$ cat src/rtl/rpst_pkg.sv
package rpst_pkg;

   typedef enum logic [1:0] {
      ST_IDLE = 2'd0,
      ST_RUN  = 2'd1,
      ST_DONE = 2'd2
   } rpst_state_e;

endpackage

$ cat src/rtl/rpst_prpg.sv
module rpst_prpg #(
   parameter int             W        = 20,
   parameter logic [W-1:0]   TAP_MASK = 20'h80004,
   parameter logic [W-1:0]   SEED     = 20'h5A5A5
) (
   input  logic         clk,
   input  logic         rst_n,
   input  logic         load,
   input  logic         advance,
   output logic         bit_out
);

   logic [W-1:0] gen_q;
   logic [W-1:0] gen_nxt;
   logic         fb;

   initial begin
      a_r4_seed_nonzero: assert (SEED != '0)
         else $error("generator seed must be nonzero");
      a_r4_gen_msb_tap: assert (TAP_MASK[W-1])
         else $error("generator mask must include the last stage");
   end

   assign fb = ^(gen_q & TAP_MASK);

   for (genvar i = 0; i < W; i++) begin : g_next
      if (i == 0) begin : g_head
         assign gen_nxt[i] = fb;
      end else begin : g_body
         assign gen_nxt[i] = gen_q[i-1];
      end
   end

   always_ff @(posedge clk or negedge rst_n) begin
      if (!rst_n) begin
         gen_q <= SEED;
      end else if (load) begin
         gen_q <= SEED;
      end else if (advance) begin
         gen_q <= gen_nxt;
      end
   end

   assign bit_out = gen_q[W-1];

   a_r2_never_zero: assert property (@(posedge clk) disable iff (!rst_n)
      gen_q != '0);

   a_r2_shift_order: assert property (@(posedge clk) disable iff (!rst_n)
      (advance && !load) |=> gen_q[W-1:1] == $past(gen_q[W-2:0]));

   a_r6_gen_hold: assert property (@(posedge clk) disable iff (!rst_n)
      (!advance && !load) |=> $stable(gen_q));

endmodule

$ cat src/rtl/rpst_sisr.sv
module rpst_sisr #(
   parameter int             W      = 20,
   parameter logic [W-1:0]   MASK   = 20'hA3225,
   parameter int             NTAPS  = 8
) (
   input  logic         clk,
   input  logic         rst_n,
   input  logic         clear,
   input  logic         shift,
   input  logic         din,
   output logic [W-1:0] sig
);

   logic [W-1:0] sig_q;
   logic [W-1:0] sig_nxt;
   logic         fb;

   initial begin
      a_r4_tap_count: assert ($countones(MASK) == NTAPS)
         else $error("signature mask has wrong number of taps");
      a_r4_tap_const: assert (MASK[0])
         else $error("signature mask must include bit 0");
   end

   assign fb = sig_q[W-1] ^ din;

   for (genvar i = 0; i < W; i++) begin : g_next
      if (i == 0) begin : g_head
         assign sig_nxt[i] = MASK[i] & fb;
      end else begin : g_body
         assign sig_nxt[i] = sig_q[i-1] ^ (MASK[i] & fb);
      end
   end

   always_ff @(posedge clk or negedge rst_n) begin
      if (!rst_n) begin
         sig_q <= '0;
      end else if (clear) begin
         sig_q <= '0;
      end else if (shift) begin
         sig_q <= sig_nxt;
      end
   end

   assign sig = sig_q;

   a_r3_clear_on_start: assert property (@(posedge clk) disable iff (!rst_n)
      clear |=> sig_q == '0);

   a_r6_sig_hold: assert property (@(posedge clk) disable iff (!rst_n)
      (!clear && !shift) |=> $stable(sig_q));

endmodule

$ cat src/rtl/rpst_ctrl.sv
module rpst_ctrl
   import rpst_pkg::*;
#(
   parameter int CNT_W = 16
) (
   input  logic             clk,
   input  logic             rst_n,
   input  logic             start,
   input  logic [CNT_W-1:0] shift_count,
   output logic             load,
   output logic             shift_en,
   output logic             done
);

   localparam logic [CNT_W-1:0] CNT_ONE = CNT_W'(1);

   rpst_state_e      state_q;
   logic [CNT_W-1:0] cnt_q;

   assign load     = start && (state_q != ST_RUN);
   assign shift_en = (state_q == ST_RUN);
   assign done     = (state_q == ST_DONE);

   always_ff @(posedge clk or negedge rst_n) begin
      if (!rst_n) begin
         state_q <= ST_IDLE;
         cnt_q   <= '0;
      end else if (load) begin
         cnt_q   <= shift_count;
         state_q <= (shift_count == '0) ? ST_DONE : ST_RUN;
      end else if (state_q == ST_RUN) begin
         cnt_q <= cnt_q - CNT_ONE;
         if (cnt_q == CNT_ONE) begin
            state_q <= ST_DONE;
         end
      end
   end

   a_r5_countdown: assert property (@(posedge clk) disable iff (!rst_n)
      (state_q == ST_RUN && cnt_q != CNT_ONE)
         |=> (state_q == ST_RUN && cnt_q == $past(cnt_q) - CNT_ONE));

   a_r5_last_shift: assert property (@(posedge clk) disable iff (!rst_n)
      (state_q == ST_RUN && cnt_q == CNT_ONE) |=> done);

   a_r5_run_nonzero: assert property (@(posedge clk) disable iff (!rst_n)
      shift_en |-> cnt_q != '0);

   a_r8_restart_ignored: assert property (@(posedge clk) disable iff (!rst_n)
      (shift_en && start) |-> !load);

   a_r9_zero_count: assert property (@(posedge clk) disable iff (!rst_n)
      (load && shift_count == '0) |=> (done && !shift_en));

   a_r6_done_sticky: assert property (@(posedge clk) disable iff (!rst_n)
      (done && !start) |=> done);

endmodule

$ cat src/rtl/rpst_engine.sv
module rpst_engine #(
   parameter int                 WIDTH     = 20,
   parameter int                 CNT_W     = 16,
   parameter logic [WIDTH-1:0]   GEN_TAPS  = 20'h80004,
   parameter logic [WIDTH-1:0]   GEN_SEED  = 20'h5A5A5,
   parameter logic [WIDTH-1:0]   SIG_TAPS  = 20'hA3225,
   parameter int                 SIG_NTAPS = 8
) (
   input  logic             clk,
   input  logic             rst_n,
   input  logic             start,
   input  logic [CNT_W-1:0] shift_count,
   input  logic [WIDTH-1:0] expected_sig,
   input  logic             scan_out,
   output logic             scan_in,
   output logic             shift_en,
   output logic             done,
   output logic             pass,
   output logic [WIDTH-1:0] signature
);

   logic load;

   initial begin
      a_r4_width_min: assert (WIDTH >= 4 && CNT_W >= 1)
         else $error("engine widths too small");
   end

   rpst_ctrl #(
      .CNT_W (CNT_W)
   ) ctrl_i (
      .clk         (clk),
      .rst_n       (rst_n),
      .start       (start),
      .shift_count (shift_count),
      .load        (load),
      .shift_en    (shift_en),
      .done        (done)
   );

   rpst_prpg #(
      .W        (WIDTH),
      .TAP_MASK (GEN_TAPS),
      .SEED     (GEN_SEED)
   ) prpg_i (
      .clk     (clk),
      .rst_n   (rst_n),
      .load    (load),
      .advance (shift_en),
      .bit_out (scan_in)
   );

   rpst_sisr #(
      .W     (WIDTH),
      .MASK  (SIG_TAPS),
      .NTAPS (SIG_NTAPS)
   ) sisr_i (
      .clk   (clk),
      .rst_n (rst_n),
      .clear (load),
      .shift (shift_en),
      .din   (scan_out),
      .sig   (signature)
   );

   assign pass = done && (signature == expected_sig);

   a_r6_frozen_result: assert property (@(posedge clk) disable iff (!rst_n)
      (done && !start) |=> ($stable(signature) && $stable(scan_in)));

   a_r7_pass_needs_done: assert property (@(posedge clk) disable iff (!rst_n)
      !done |-> !pass);

endmodule

$ cat config.mk
export PLATFORM = sky130hd
export DESIGN_NAME = rpst_engine
export DESIGN_NICKNAME = d
export VERILOG_FILES = /design/src/rtl/rpst_pkg.sv /design/src/rtl/rpst_prpg.sv /design/src/rtl/rpst_sisr.sv /design/src/rtl/rpst_ctrl.sv /design/src/rtl/rpst_engine.sv
export SDC_FILE = /design/constraint.sdc
export NUM_CORES = 1
export LEC_CHECK = 0
export BUFFER_PORTS_ARGS = -buffer_cell sky130_fd_sc_hd__buf_2
export CORE_ASPECT_RATIO = 1.5
export CORE_MARGIN = 2
export CORE_UTILIZATION = 59
export CTS_CLUSTER_DIAMETER = 50
export DETAILED_ROUTE_END_ITERATION = 12
export GPL_TIMING_DRIVEN = 0
export PLACE_DENSITY = 0.85
export SYNTH_ARGS = -nofsm -noshare
export SYNTH_HDL_FRONTEND = slang
export SYNTH_SLANG_ARGS = --single-unit
$ cat constraint.sdc
create_clock -name clk -period 4 [get_ports clk]
set_input_delay 0.4 -clock clk [delete_from_list [all_inputs] [get_ports clk]]
set_output_delay 0.4 -clock clk [all_outputs]
set_load 0.005 [all_outputs]
==> flow_metrics.env <==
export IMPL_path_common_cell="clkbuf_1"
export IMPL_post_cts_setup_buffers=0
export IMPL_ys_warnings_count=0
export IMPL_grt_pass1_vias=2773
export IMPL_drt_total_wl_mm=7.82
export IMPL_relSlewSlack=0.364
export IMPL_grt_ovfl_total=0
export IMPL_worstPathMaxFanout=10
export IMPL_synth_distinct_cells=42
export IMPL_wire_per_inst_um=16.8
export IMPL_skew_ps=7.95
export IMPL_synth_seq_area_share=0.489
export IMPL_leakage_nw=1.69
export IMPL_p_sw_mw=1.14
export IMPL_start_util=0.617
export IMPL_final_area_um2=3590
export IMPL_cts_clk_slew_worst_paths_ps=70
export IMPL_nNetsFinal=435
export IMPL_crit_family="buffers and inverters"
export IMPL_wl_met3_um=499
export IMPL_hp_class="primary input to async pin"
export IMPL_hold_buffers=0
export IMPL_fin_crit_sh=0.695
export IMPL_antenna_found_initial=0
export IMPL_worst_slew_pin_slew_ps=951
export IMPL_p_int_mw=1.59
export IMPL_ioPinCount=64
export IMPL_rrSetupSlack_ps=1890
export IMPL_r2r_end="sisr_i.sig[10]"
export IMPL_combPwrFrac=0.384
export IMPL_dr_first_iter_drc_count=236
export IMPL_path_class="flip-flop to output pin"
export IMPL_met1_length_mm=2.94
export IMPL_gp_congestion=0.917
export IMPL_cpPeakStageDelay_ps=450
export IMPL_rsz0062_at_grt="no"
export IMPL_layout_commonest_cell="nand2_1"
export IMPL_syn_area_per_cell_um2=9.38
export IMPL_cts_sinks=58
export IMPL_io_buffers=63
export IMPL_crit_buf_inv=5
export IMPL_hold_viol=0
export IMPL_cp_cell_sequence="nand2b_1 -> clkbuf_1 -> inv_1 -> clkbuf_1 -> buf_1 -> buf_2"
export IMPL_htreeDepth=3
export IMPL_grt_start_max_net_pins=59
export IMPL_area_growth_pct=19.9
export IMPL_via_per_inst=5.92
export IMPL_cap_violations=0
export IMPL_met2_length_mm=4.11
export IMPL_route_detailed_drc=0
export IMPL_tritoncts="built"
export IMPL_root_buffer="clkbuf_8"
export IMPL_slowest_stage="clkbuf_1"
export IMPL_regToRegStartpoint="ctrl_i.state_q[1]"
export IMPL_grt_pass1_wl_mm=13.0
export IMPL_insertion_delay_ps=350
export IMPL_synth_nets=361
export IMPL_power_frac_clock=0.198
export IMPL_core_area_um2=4850
export IMPL_synth_cells=319
export IMPL_cp_arrival_ps=2380
export IMPL_status="finished clean"
export IMPL_grt_usage=0.297
export IMPL_fin_crit_ps=2780
export IMPL_firstDrtPassIters=5
export IMPL_max_freq_mhz=360
export IMPL_layout_common_cells="73 x nand2_1, 62 x buf_2, 48 x dfrtp_1"
export IMPL_drive_gt1_frac=0.229
export IMPL_die_w_um=62.1
export IMPL_cts_resized=0
export IMPL_cts_path_max_buffers=2
export IMPL_tns_ps=0
export IMPL_routed_top_layer="met4"
export IMPL_dp_hpwl_mm=5.37
export IMPL_setup_viol=0
export IMPL_seq_power_share=0.418
export IMPL_switching_share=0.416
export IMPL_ff2ff_path_depth=7
export IMPL_ys_ff_latch=58
export IMPL_required_ps=3600
export IMPL_cellPowerDensity_nw_per_um2=761
export IMPL_synth_area_um2=2990
export IMPL_diodes=0
export IMPL_cts_buffers_inserted=9
export IMPL_die_area_um2=5670
export IMPL_place_area_um2=3390
export IMPL_power_total_mw=2.73
export IMPL_finalMaxSlewViolations=0
export IMPL_num_rows=31
export IMPL_die_y_um=91.2
export IMPL_cp_start_kind="flip-flop"
export IMPL_end_kind="output pin"
export IMPL_vdd_drop_max_uv=446
export IMPL_num_vias=2748
export IMPL_antenna_left=0
## power groups by stage
stage	clock (mW)	combinational, mW	sequential [mW]
CTS	0.547	1.05	1.13
global route	0.571	1.18	1.18
detailed placement	0	1.04	1.13
floorplan	0	0.705	1.09
global placement	0	0.996	1.12
finish	0.540	1.05	1.14
## metrics by stage
step	instances	setup slack (ps)	util	hold WS (ps)
3_3_place_gp	448	1640	0.699	438
3_5_place_dp	448	1660	0.699	460
6_report	464	1220	0.740	98.5
5_1_grt	464	1090	0.740	156
4_1_cts	464	1220	0.739	280
2_1_floorplan	319	2080	-	104
## worst reg2reg max path: stages (launching register included)
cell	delay [ps]
dfrtp_1	400
nand2b_1	150
clkbuf_1	180
inv_1	250
clkbuf_1	450
buf_1	390
nand2_1	130
nand2_1	80
## metal layers
layer	global-route usage	vias up
li1	-	1266
met3	0.0545	22
met1	0.329	1326
met5	0	-
met2	0.519	134
met4	0.191	0
## registers in the layout, summed over array words and instances, names as in the netlist
| register | count |
|---|---|
| ctrl_i.cnt_q | 16 |
| ctrl_i.state_q | 2 |
| prpg_i.gen_q | 20 |
| sisr_i.sig | 20 |
## cell type report
class,count,area [um2]
clock inverter,7,70.1
multi-input combinational,240,1440
buffer,18,75.1
timing repair buffer,63,318
fill,375,1260
inverter,3,11.3
sequential,58,1460
tap,66,82.6
clock buffer,9,124
## worst max-delay path by stage
| stage | startpoint | end | slack [ps] | cells past startpoint |
|---|---|---|---|---|
| final | ctrl_i.state_q[1] | shift_en | 1220 | 6 |
| after global routing | ctrl_i.state_q[1] | shift_en | 1090 | 6 |
| after CTS | ctrl_i.state_q[1] | shift_en | 1220 | 6 |
| after detailed placement | ctrl_i.state_q[1] | shift_en | 1660 | 6 |
| after global placement | ctrl_i.state_q[1] | shift_en | 1640 | 6 |
| after floorplan | ctrl_i.cnt_q[5] | ctrl_i.cnt_q[9] | 2080 | 5 |
## synthesized netlist by cell type
cell | number | area (um2)
and2_1 | 1 | 6.26
or2_0 | 1 | 6.26
buf_1 | 5 | 18.8
nor2_1 | 11 | 41.3
a22oi_1 | 1 | 7.51
nand3b_1 | 30 | 225
or2_1 | 1 | 6.26
nor4_1 | 11 | 68.8
o211ai_1 | 2 | 15.0
o211a_1 | 1 | 10.0
dfrtp_1 | 48 | 1200
a221o_1 | 4 | 40.0
or4_1 | 2 | 15.0
nor2b_1 | 1 | 6.26
nand2_1 | 73 | 274
xnor2_1 | 13 | 114
o21a_1 | 1 | 7.51
nand2b_1 | 3 | 18.8
inv_1 | 3 | 11.3
buf_6 | 1 | 11.3
nand4_1 | 3 | 18.8
or4_4 | 1 | 11.3
nor3_1 | 10 | 50.1
ha_1 | 2 | 25.0
o31a_1 | 1 | 8.76
o31ai_1 | 1 | 7.51
o311a_1 | 1 | 10.0
a21boi_0 | 1 | 7.51
a21oi_1 | 5 | 25.0
clkbuf_1 | 12 | 45.0
a211oi_1 | 5 | 37.5
o21ai_0 | 22 | 110
a211o_1 | 1 | 8.76
mux2i_1 | 2 | 20.0
and3_1 | 1 | 6.26
and4_1 | 3 | 26.3
nand3_1 | 2 | 10.0
dfstp_2 | 10 | 263
nand4bb_1 | 1 | 11.3
or3_1 | 3 | 18.8
xor2_1 | 16 | 140
a311oi_1 | 3 | 26.3
## kinds of logic (layout without fill, tap and decap cells)
logic type | after synthesis | count (layout) | synth area share
and+or+nand+nor | 158 | 158 | 0.274
DFF | 58 | 58 | 0.489
AOI/OAI and AO/OA | 49 | 49 | 0.107
xor gates and xnor gates | 29 | 29 | 0.0849
buffers and inverters | 21 | 100 | 0.0289
adders and majority gates | 2 | 2 | 0.00836
muxes | 2 | 2 | 0.00669
Power figures use the tool's default switching activity.
